[src/rtl/fracrate_pkg.sv]
package fracrate_pkg;
    localparam int FLD_W    = 5;
    localparam int WIN_LEN  = 32;
    localparam int KICK_BIT = 31;

    typedef enum logic [1:0] {
        KS_IDLE,
        KS_ARMED,
        KS_SETTLE
    } kick_st_e;

    // Stored field encodes 32 - mult.
    function automatic logic [FLD_W:0] mult_of(input logic [FLD_W-1:0] fld);
        return 6'(WIN_LEN) - {1'b0, fld};
    endfunction
endpackage

[src/rtl/fracrate_regs.sv]
module fracrate_regs
    import fracrate_pkg::*;
#(
    parameter int FIELD_LSB = 8,
    parameter int KICK_LAT  = 4,
    parameter int ADDR_W    = 4,
    parameter logic [ADDR_W-1:0] CTRL_ADDR = 'h0,
    parameter logic [ADDR_W-1:0] KICK_ADDR = 'h4
) (
    input  logic              clk,
    input  logic              rst,
    input  logic              bus_we,
    input  logic [ADDR_W-1:0] bus_addr,
    input  logic [31:0]       bus_wdata,
    output logic [31:0]       bus_rdata,
    input  logic              win_last,
    output logic [FLD_W-1:0]  pend_fld,
    output logic [FLD_W-1:0]  act_fld,
    output logic              busy
);
    localparam int CNT_W = $clog2(KICK_LAT + 1);
    localparam logic [CNT_W-1:0] CNT_LAST = CNT_W'(KICK_LAT - 1);

    kick_st_e         st;
    logic [CNT_W-1:0] settle_cnt;
    logic             ctrl_wr, kick_wr;

    assign ctrl_wr = bus_we && (bus_addr == CTRL_ADDR);
    assign kick_wr = bus_we && (bus_addr == KICK_ADDR);
    assign busy    = (st != KS_IDLE);

    always_ff @(posedge clk) begin
        if (rst) begin
            st         <= KS_IDLE;
            pend_fld   <= '0;
            act_fld    <= '0;
            settle_cnt <= '0;
        end else begin
            if (ctrl_wr && st == KS_IDLE)
                pend_fld <= bus_wdata[FIELD_LSB +: FLD_W];
            unique case (st)
                KS_IDLE: begin
                    if (kick_wr && bus_wdata[KICK_BIT])
                        st <= KS_ARMED;
                end
                KS_ARMED: begin
                    if (win_last) begin
                        act_fld    <= pend_fld;
                        settle_cnt <= '0;
                        st         <= KS_SETTLE;
                    end
                end
                KS_SETTLE: begin
                    if (settle_cnt == CNT_LAST)
                        st <= KS_IDLE;
                    else
                        settle_cnt <= settle_cnt + 1'b1;
                end
                default: st <= KS_IDLE;
            endcase
        end
    end

    always_comb begin
        bus_rdata = '0;
        if (bus_addr == CTRL_ADDR)
            bus_rdata[FIELD_LSB +: FLD_W] = pend_fld;
        else if (bus_addr == KICK_ADDR)
            bus_rdata[KICK_BIT] = busy;
    end
endmodule

[src/rtl/fracrate_accum.sv]
module fracrate_accum
    import fracrate_pkg::*;
(
    input  logic             clk,
    input  logic             rst,
    input  logic [FLD_W-1:0] act_fld,
    output logic             raw_fire,
    output logic             win_last
);
    localparam int WCNT_W = $clog2(WIN_LEN);

    logic [WCNT_W-1:0] wcnt;
    logic [FLD_W-1:0]  acc;
    logic [FLD_W:0]    sum;

    assign sum      = {1'b0, acc} + mult_of(act_fld);
    assign raw_fire = sum[FLD_W];
    assign win_last = (wcnt == WCNT_W'(WIN_LEN - 1));

    always_ff @(posedge clk) begin
        if (rst) begin
            wcnt <= '0;
            acc  <= '0;
        end else begin
            wcnt <= wcnt + 1'b1;
            acc  <= sum[FLD_W-1:0];
        end
    end
endmodule

[src/rtl/fracrate_postdiv.sv]
module fracrate_postdiv #(
    parameter int POST_DIV = 2
) (
    input  logic clk,
    input  logic rst,
    input  logic raw_fire,
    output logic en_o
);
    localparam int PC_W = (POST_DIV > 1) ? $clog2(POST_DIV) : 1;
    localparam logic [PC_W-1:0] PC_LAST = PC_W'(POST_DIV - 1);

    generate
        if (POST_DIV > 1) begin : g_div
            logic [PC_W-1:0] pcnt;
            always_ff @(posedge clk) begin
                if (rst) begin
                    pcnt <= '0;
                    en_o <= 1'b0;
                end else begin
                    en_o <= raw_fire && (pcnt == PC_LAST);
                    if (raw_fire)
                        pcnt <= (pcnt == PC_LAST) ? '0 : pcnt + 1'b1;
                end
            end
        end else begin : g_pass
            always_ff @(posedge clk) begin
                if (rst) en_o <= 1'b0;
                else     en_o <= raw_fire;
            end
        end
    endgenerate
endmodule

[src/rtl/fracrate_ctl.sv]
module fracrate_ctl
    import fracrate_pkg::*;
#(
    parameter int FIELD_LSB = 8,
    parameter int KICK_LAT  = 4,
    parameter int POST_DIV  = 2,
    parameter int ADDR_W    = 4,
    parameter logic [ADDR_W-1:0] CTRL_ADDR = 'h0,
    parameter logic [ADDR_W-1:0] KICK_ADDR = 'h4
) (
    input  logic              clk,
    input  logic              rst,
    input  logic              bus_we,
    input  logic [ADDR_W-1:0] bus_addr,
    input  logic [31:0]       bus_wdata,
    output logic [31:0]       bus_rdata,
    output logic              busy_o,
    output logic              en_o
);
    logic [FLD_W-1:0] pend_fld, act_fld;
    logic             win_last, raw_fire;

    fracrate_regs #(
        .FIELD_LSB(FIELD_LSB), .KICK_LAT(KICK_LAT), .ADDR_W(ADDR_W),
        .CTRL_ADDR(CTRL_ADDR), .KICK_ADDR(KICK_ADDR)
    ) regs_i (
        .clk(clk), .rst(rst), .bus_we(bus_we), .bus_addr(bus_addr),
        .bus_wdata(bus_wdata), .bus_rdata(bus_rdata), .win_last(win_last),
        .pend_fld(pend_fld), .act_fld(act_fld), .busy(busy_o)
    );

    fracrate_accum accum_i (
        .clk(clk), .rst(rst), .act_fld(act_fld),
        .raw_fire(raw_fire), .win_last(win_last)
    );

    fracrate_postdiv #(.POST_DIV(POST_DIV)) pdiv_i (
        .clk(clk), .rst(rst), .raw_fire(raw_fire), .en_o(en_o)
    );
endmodule

[config.mk]
export PLATFORM = sky130hd
export DESIGN_NAME = fracrate_ctl
export DESIGN_NICKNAME = d
export VERILOG_FILES = /design/src/rtl/fracrate_pkg.sv /design/src/rtl/fracrate_regs.sv /design/src/rtl/fracrate_accum.sv /design/src/rtl/fracrate_postdiv.sv /design/src/rtl/fracrate_ctl.sv
export SDC_FILE = /design/constraint.sdc
export NUM_CORES = 1
export LEC_CHECK = 0
export CAP_MARGIN = 20
export CORE_ASPECT_RATIO = 0.8
export CORE_MARGIN = 2
export CORE_UTILIZATION = 45
export CTS_BUF_LIST = sky130_fd_sc_hd__clkbuf_4
export DETAILED_ROUTE_END_ITERATION = 7
export DONT_BUFFER_PORTS = 1
export SYNTH_ARGS = -nofsm -noshare
export SYNTH_HDL_FRONTEND = slang
export SYNTH_HIERARCHICAL = 1
export SYNTH_SLANG_ARGS = --single-unit
[constraint.sdc]
create_clock -name clk -period 1.7 [get_ports clk]
set_input_delay 0.34 -clock clk [delete_from_list [all_inputs] [get_ports clk]]
set_output_delay 0.34 -clock clk [all_outputs]
set_load 0.005 [all_outputs]
==> results of run 1 <==
[final cells by class]
cell class	instances	area, sq um	share of cell area (%)
clock buffer	4	30.0	2.06
inverter	8	30.0	2.06
multi-input combinational	124	806	55.3
sequential	27	541	37.1
tap	40	50.0	3.44
[synthesized netlist by cell type (all sizes together)]
cell type and n:
a2111oi 2, a21oi 7, a31oi 1, and2 6, and3 3, buf 27
clkbuf 3, conb 1, dfxtp 27, fa 1, ha 9, inv 8
mux2i 10, nand2 2, nand2b 13, nand3 1, nand3b 1, nor2 26
nor2b 2, nor3 2, nor3b 1, nor4 2, nor4bb 1, o21ai 2
or3b 1, xnor2 3, xor2 2
[placed cells by master, fill, tap and decap left out, types with 4 or more instances in the layout]
cell	instances
inv_1	8
a21oi_1	6
nor2_1	25
ha_1	9
conb_1	26
dfxtp_1	27
nand2b_1	13
mux2i_1	10
and2_2	5
clkbuf_4	4
[metal layers]
metal	global-route usage, %	routed length, um	up-vias
met4	3.43	23	0
met2	19.0	962	29
met5	0	0	-
li1	-	-	482
met1	14.4	934	435
met3	5.06	137	4
[logic make-up (layout without fill, tap and decap cells)]
logic type                 after synthesis  after routing  synth area share (%)
buffers and inverters                   38             12                  16.5
adders and majority gates               10             10                  8.84
xor gates and xnor gates                 5              5                  2.92
other                                    1             26                 0.250
muxes                                   10             10                  6.67
AOI/OAI and AO/OA                       12             12                  5.67
DFF                                     27             27                  36.0
and+or+nand+nor                         61             61                  23.1
[worst paths after layout]
check                                                       to                        from  slack (ns)
worst max-delay path            regs_i/act_fld[1]$_SDFFE_PP0P_  accum_i/wcnt[0]$_SDFF_PP0_        0.12
worst min-delay path                 accum_i/acc[1]$_SDFF_PP0_                         rst        0.07
worst max register to register  regs_i/act_fld[1]$_SDFFE_PP0P_  accum_i/wcnt[0]$_SDFF_PP0_        0.12
worst min register to register      accum_i/wcnt[0]$_SDFF_PP0_  accum_i/wcnt[0]$_SDFF_PP0_        0.45
[state kept, by name (all words and copies together) (netlist names)]
| signal | count |
|---|---|
| pdiv_i/en_o | 1 |
| regs_i/settle_cnt | 3 |
| regs_i/pend_fld | 5 |
| regs_i/st | 2 |
| regs_i/act_fld | 5 |
| accum_i/acc | 5 |
| accum_i/wcnt | 5 |
| pdiv_i/g_div.pcnt | 1 |
[metrics by stage]
step                setup WS (ns)  hold WS (ns)  cell area [sq um]  std cells
global route               0.0165        0.0343               1460        203
global placement            0.193         0.411               1430        199
finish                      0.124        0.0678               1460        203
detailed placement          0.148         0.412               1430        199
CTS                         0.117        0.0497               1460        203
floorplan                   0.251         0.412               1590        189
[worst max-delay path, stage by stage (launching register included)]
cell      delay (ns)
dfxtp_1         0.35
ha_1            0.22
and3_1          0.19
ha_1            0.22
nand3b_2        0.21
mux2i_1         0.24
nor2_1          0.06
[where the power goes]
part           total (uW)  switching, uW  internal (uW)
registers             651           7.36            644
logic                42.0           24.0           18.0
clock network         284            176            108
total                 977            208            770
==> impl_metrics.json, run 1 <==
{
  "status": "completed",
  "grt_pass1_vias": 874,
  "ios": 73,
  "worst_setup_path_start_kind": "flop",
  "power_uw": 977,
  "drtIter0Drc": 23,
  "gp_congestion": 0.678,
  "crit_type": "flop to flop",
  "min_delay_path_depth": 1,
  "grt_start_max_net_pins": 33,
  "cp-end-kind": "flop",
  "ir_drop_v": 0.000439,
  "synth-seq-area-share_pct": 36.0,
  "ant_nets": 0,
  "die_h_um": 55.6,
  "finalClockSkew_ns": 0.00285,
  "synth_warnings": 6,
  "fin_nets": 213,
  "dr.pass1.iters": 3,
  "clkLatencyLatePin_ns": 0.32,
  "setup_violations": 0,
  "antenna_found_initial": 0,
  "cts.repair.resized": 0,
  "diodes": 0,
  "drive_gt1_share_pct": 10.4,
  "hold_buffers": 0,
  "synth_cell_types": 32,
  "leakagePower_uw": 0.000652,
  "cts-root-buf": "clkbuf_4",
  "hold_viol": 0,
  "dr_total_vias": 950,
  "rr_worst_depth": 6,
  "cts_sinks": 27,
  "powerDensity_nw_per_um2": 671,
  "rsz0062_at_grt": "false",
  "fmax_mhz": 635,
  "drt-total-wl_um": 2060,
  "cp.arrival_ns": 1.81,
  "die-area_sq_um": 3810,
  "rows": 18,
  "ys_ff_latch": 27,
  "numCtsBuffers": 3,
  "initial_core_util_pct": 47.9,
  "fin_util_pct": 46.5,
  "clk_pin_slew_ns": 0.13,
  "syn_avg_cell_area_sq_um": 9.15,
  "synth_area_leaders": "dfxtp_1 (36%), buf_4 (13%), ha_1 (7.5%)",
  "slew_viol_final": 0,
  "required_ns": 1.93,
  "period_needed_ns": 1.58,
  "critPathMaxFanout": 6,
  "grt_first_pass_wirelength_um": 3510,
  "grtUsageTotal_pct": 11.9,
  "cts_tree": "built",
  "synth.largest_area_cell": "dfxtp_1",
  "clk_path_buf_depth": 2,
  "fin_setup_tns_ns": 0,
  "syn_inst": 164,
  "yosys.area.top_type_share_pct": 36.0,
  "wl_per_cell_um": 10.1,
  "hpwl_um": 1570,
  "drc": 0,
  "nFillCells": 289,
  "hold_class": "input port to flop",
  "coreArea_sq_um": 3130,
  "synth_area_sq_um": 1500,
  "vias_per_cell": 4.68,
  "die_w_um": 68.6,
  "overflow": 0,
  "max_cap_violations": 0,
  "fin_crit_sh_pct": 92.7,
  "htreeDepth": 1,
  "syn_to_final_growth_pct": -2.92,
  "cts_setup_buffers": 0,
  "io_buffers": 0
}
Power figures use the tool's default switching activity.
==> run 2, diff against run 1 <==
==> constraint.sdc (replaced) <==
create_clock -name clk -period 1.3 [get_ports clk]
set_input_delay 0.26 -clock clk [delete_from_list [all_inputs] [get_ports clk]]
set_output_delay 0.26 -clock clk [all_outputs]
set_load 0.005 [all_outputs]
==> run 2 against run 1 <==
The flow now finishes with violations (hold timing, setup timing). Cell count grew 7.9%. Core utilization grew 11 points. Flip-flop and latch count is the same. Sequential power is 31% higher. Clock-buffer cell count unchanged. Largest power group unchanged. Die area is the same. Maximum frequency is 10% higher. Register-to-register slack got worse by 0.26 ns. Total power up 33%.
==> impl_metrics.json, run 2 (synthesized netlist as in run 1, its figures left out) <==
{
  "dp_slack_ns": -0.174,
  "hold_class": "input port to flop",
  "hold_buffers": 1,
  "die_w_um": 68.6,
  "ir_drop_v": 0.000623,
  "vias_per_cell": 4.71,
  "setup_violations": 12,
  "min_delay_path_depth": 1,
  "wl_per_cell_um": 11.2,
  "drc": 0,
  "ant_nets": 0,
  "grt_first_pass_wirelength_um": 4120,
  "numCtsBuffers": 3,
  "crit_path_cell_trace": "inv_2 > ha_2 > fa_2 > nand2b_4 > a21oi_2 > xnor2_1 > nor2_1",
  "powerDensity_nw_per_um2": 722,
  "clk_path_buf_depth": 2,
  "slowest_delay_ns": 0.35,
  "hold-worst-slack_ns": -0.0175,
  "ios": 73,
  "finalClockSkew_ns": 0.00426,
  "leakagePower_uw": 0.000813,
  "critPathMaxFanout": 2,
  "antenna_found_initial": 0,
  "drive_gt1_share_pct": 37.4,
  "fin_nets": 229,
  "die-area_sq_um": 3810,
  "fmax_mhz": 699,
  "slew_viol_final": 0,
  "fin_crit_sh_pct": 110,
  "initial_core_util_pct": 47.9,
  "rr_worst_depth": 7,
  "gp_congestion": 0.739,
  "hpwl_um": 1770,
  "dr.pass1.iters": 4,
  "layout_common_cells": "conb_1 (26), nor2_1 (22), dfxtp_1 (17), buf_4 (13), nand2b_1 (12)",
  "dr_total_vias": 1031,
  "max_cap_violations": 0,
  "status": "finished, violations left",
  "violations": "hold timing, setup timing",
  "syn_to_final_growth_pct": 19.8,
  "top_layer_used": "met4",
  "grt_pass1_vias": 993,
  "met2WireLength_um": 1290,
  "crit_type": "flop to flop",
  "worst_slack_ns": -0.131,
  "overflow": 0,
  "grtUsageTotal_pct": 14.1,
  "drt-total-wl_um": 2450,
  "rows": 18,
  "cts_tree": "built",
  "rsz0062_at_grt": "true",
  "drtIter0Drc": 29,
  "hp-start": "rst",
  "cts-root-buf": "clkbuf_4",
  "startpoint": "accum_i/acc[0]$_SDFF_PP0_",
  "diodes": 0,
  "cp-end-kind": "flop",
  "dr_wl_met3_um": 148,
  "cts_sinks": 27,
  "slowest_stage": "dfxtp_2",
  "hold_viol": 18,
  "wl_met1_um": 985,
  "r2r_start": "accum_i/acc[0]$_SDFF_PP0_",
  "period_needed_ns": 1.43,
  "worst_setup_path_start_kind": "flop",
  "grt_start_max_net_pins": 33,
  "io_buffers": 0,
  "cp.arrival_ns": 1.66,
  "clkLatencyLatePin_ns": 0.31,
  "coreArea_sq_um": 3130,
  "clk_pin_slew_ns": 0.14,
  "die_h_um": 55.6,
  "final_common_cell": "conb_1",
  "power_uw": 1300,
  "nFillCells": 275,
  "htreeDepth": 1,
  "required_ns": 1.53
}
## run 2: cell count changes in the layout (fill, tap and decap cells not counted), moves of 4 or more
cell	previous run	this run
dfxtp_1	27	17
ha_4	0	7
a21oi_1	6	2
dfxtp_2	0	10
ha_1	9	1
buf_4	0	13
## run 2: layout make-up
cell class / count / area [sq um] / area share [%]
clock buffers: 4 / 30.0 / 1.67
inverters: 8 / 30.0 / 1.67
multi-input cells: 124 / 1000 / 55.9
flip-flops and latches: 27 / 553 / 30.8
well taps: 40 / 50.0 / 2.78
repair buffers: 16 / 130 / 7.24
## run 2: what timing repair did
item                                   4_1_cts  5_1_grt
setup endpoints to repair                   13       14
pin swaps                                    9       15
endpoints found under the hold margin       22       21
setup buffers                                2        2
resized for setup                           22        9
## run 2: final timing paths
check	to	slack, ns
setup / recovery	accum_i/acc[4]$_SDFF_PP0_	-0.13
hold / removal	regs_i/act_fld[2]$_SDFFE_PP0P_	-0.02
setup reg to reg	accum_i/acc[4]$_SDFF_PP0_	-0.13
hold reg to reg	pdiv_i/en_o$_SDFF_PP0_	0.47
## run 2: critical path, delay by kind of cell, from the launching register on
family          cells  cell delay [ns]
simple gates        2             0.20
fa+ha+maj           2             0.51
compound gates      1             0.13
xor+xnor            1             0.12
buf+inv             1             0.03
flops               1             0.35
## run 2: power breakdown
group	switching (uW)	leakage [uW]	internal [uW]	total [uW]
logic	35.5	0.000571	34.7	70.3
registers	12.2	0.000223	843	855
clock network	232	0.0000184	141	373
total	280	0.000813	1020	1300
## run 2: routing by layer
| layer | vias up | GRT usage, % |
|---|---|---|
| li1 | 516 | - |
| met1 | 474 | 15.3 |
| met2 | 37 | 25.3 |
| met3 | 4 | 5.06 |
| met4 | 0 | 3.43 |
| met5 | - | 0 |
## run 2: per-stage QoR
step	std cells	setup TNS [ns]	cell area (sq um)	hold WS, ns	util [%]
floorplan	189	-0.211	1690	0.332	-
global placement	210	-0.417	1600	0.332	51.1
detailed placement	210	-0.620	1600	0.333	51.1
CTS	217	-0.488	1750	-0.0293	55.9
global route	219	-1.44	1800	-0.0474	57.4
finish	219	-0.577	1800	-0.0175	57.4
==> run 3, diff against run 2 <==
--- a/config.mk
+++ b/config.mk
@@ -12,6 +12,7 @@
 export CTS_BUF_LIST = sky130_fd_sc_hd__clkbuf_4
 export DETAILED_ROUTE_END_ITERATION = 7
 export DONT_BUFFER_PORTS = 1
+export RECOVER_POWER = 25
 export SYNTH_ARGS = -nofsm -noshare
 export SYNTH_HDL_FRONTEND = slang
 export SYNTH_HIERARCHICAL = 1
==> run 3 against run 2 <==
Design area fell by 0.83%. Critical path depth stayed put. Critical path type unchanged. Wire length shrank 0.12%. The flow still finishes with violations (hold timing, setup timing). Maximum frequency hardly changed. Sequential share of layout area increased by 0.12 points. Largest power group unchanged.
==> impl_metrics.json, run 3 (synthesized netlist as in run 1, its figures left out) <==
{
  "critPathMaxFanout": 2,
  "initial_core_util_pct": 47.9,
  "crit_type": "flop to flop",
  "fin_crit_sh_pct": 110,
  "fmax_mhz": 699,
  "hold-worst-slack_ns": -0.0175,
  "powerDensity_nw_per_um2": 725,
  "crit_path_cell_trace": "inv_2 > ha_2 > fa_2 > nand2b_4 > a21oi_2 > xnor2_1 > nor2_1",
  "path_buf_inv": 1,
  "p_comb_share_pct": 5.3,
  "hold_class": "input port to flop",
  "wl_per_cell_um": 11.2,
  "grt_pass1_vias": 993,
  "overflow": 0,
  "dr_total_vias": 1028,
  "die_h_um": 55.6,
  "max_cap_violations": 0,
  "slowest_delay_ns": 0.35,
  "grt_start_max_net_pins": 33,
  "die_w_um": 68.6,
  "rsz0062_at_grt": "true",
  "diodes": 0,
  "coreArea_sq_um": 3130,
  "dp_slack_ns": -0.174,
  "antenna_found_initial": 0,
  "ios": 73,
  "gp_congestion": 0.739,
  "grt_first_pass_wirelength_um": 4120,
  "p_seq_share_pct": 65.9,
  "io_buffers": 0,
  "ant_nets": 0,
  "finalClockSkew_ns": 0.00438,
  "setup_violations": 13,
  "rows": 18,
  "htreeDepth": 1,
  "grtUsageTotal_pct": 14.1,
  "hold_buffers": 1,
  "slowest_stage": "dfxtp_2",
  "drive_gt1_share_pct": 35.8,
  "required_ns": 1.53,
  "power_uw": 1290,
  "cp.arrival_ns": 1.66,
  "dr.pass1.iters": 4,
  "clk_pin_slew_ns": 0.14,
  "cts_sinks": 27,
  "cts-root-buf": "clkbuf_4",
  "hpwl_um": 1770,
  "drt-total-wl_um": 2450,
  "final_common_cell": "conb_1",
  "leakagePower_uw": 0.000814,
  "p_clk_share_pct": 28.9,
  "cts_tree": "built",
  "worst_slack_ns": -0.131,
  "cp_top_family": "adder cells",
  "fin_nets": 229,
  "status": "finished, violations left",
  "vias_per_cell": 4.69,
  "drtIter0Drc": 30,
  "clkLatencyLatePin_ns": 0.31,
  "swShare_pct": 21.5,
  "numCtsBuffers": 3,
  "drc": 0,
  "slew_viol_final": 0,
  "timing.reg2reg.setup_slack_ns": -0.13,
  "cp-end-kind": "flop",
  "period_needed_ns": 1.43,
  "switchingPower_uw": 278,
  "layout_common_cells": "conb_1 (26), nor2_1 (22), dfxtp_1 (19), buf_4 (13), nand2b_1 (12)",
  "violations": "hold timing, setup timing",
  "ir_drop_v": 0.000623,
  "clk_path_buf_depth": 2,
  "worst_setup_path_start_kind": "flop",
  "syn_to_final_growth_pct": 18.8,
  "die-area_sq_um": 3810,
  "hold_viol": 18,
  "p_int_uw": 1010
}
## run 3: worst register-to-register path, delay by kind of cell (launching register included)
| family | cells | cell delay (ns) |
|---|---|---|
| fa+ha+maj | 2 | 0.51 |
| flops | 1 | 0.35 |
| simple gates | 2 | 0.20 |
| compound gates | 1 | 0.13 |
| xor+xnor | 1 | 0.12 |
| buf+inv | 1 | 0.03 |
## run 3: stage by stage
step | cells | area [sq um] | setup TNS, ns | util, %
floorplan | 189 | 1690 | -0.211 | -
global placement | 210 | 1600 | -0.417 | 51.1
detailed placement | 210 | 1600 | -0.620 | 51.1
CTS | 217 | 1750 | -0.488 | 55.9
global route | 219 | 1780 | -1.96 | 57.0
finish | 219 | 1780 | -0.900 | 57.0
## run 3: metal layers
layer	track usage (%)	share of wire [%]	wire, um	up-vias
met3	5.06	6.0	148	4
met2	25.3	53	1290	37
met1	15.3	40	981	472
met5	0	0	0	-
li1	-	-	-	515
met4	3.43	1.3	32	0
## run 3: worst paths after layout
| check | start | endpoint | depth (start not counted) |
|---|---|---|---|
| hold / removal | rst | regs_i/act_fld[2]$_SDFFE_PP0P_ | 1 |
| setup reg to reg | accum_i/acc[0]$_SDFF_PP0_ | accum_i/acc[4]$_SDFF_PP0_ | 7 |
| setup / recovery | accum_i/acc[0]$_SDFF_PP0_ | accum_i/acc[4]$_SDFF_PP0_ | 7 |
| hold reg to reg | pdiv_i/g_div.pcnt$_SDFFE_PP0P_ | pdiv_i/en_o$_SDFF_PP0_ | 2 |
## run 3: power by group through the flow
stage,clock network [uW],logic [uW],registers (uW)
2_1_floorplan,0,118,868
3_3_place_gp,0,60.5,869
3_5_place_dp,0,62.9,870
4_1_cts,399,69.0,856
5_1_grt,428,81.2,854
6_report,373,68.2,851
## run 3: what timing repair did
action,in CTS,in global routing
resized for setup,22,9
pin swaps,9,15
setup endpoints to repair,13,14
setup buffers,2,2
endpoints found under the hold margin,22,21
## run 3: area by class of cell
cell class                 instances  area [sq um]
multi-input combinational        124           992
timing repair buffer              16           130
fill                             279          1350
sequential                        27           551
inverter                           8          30.0
clock buffer                       4          30.0
tap                               40          50.0
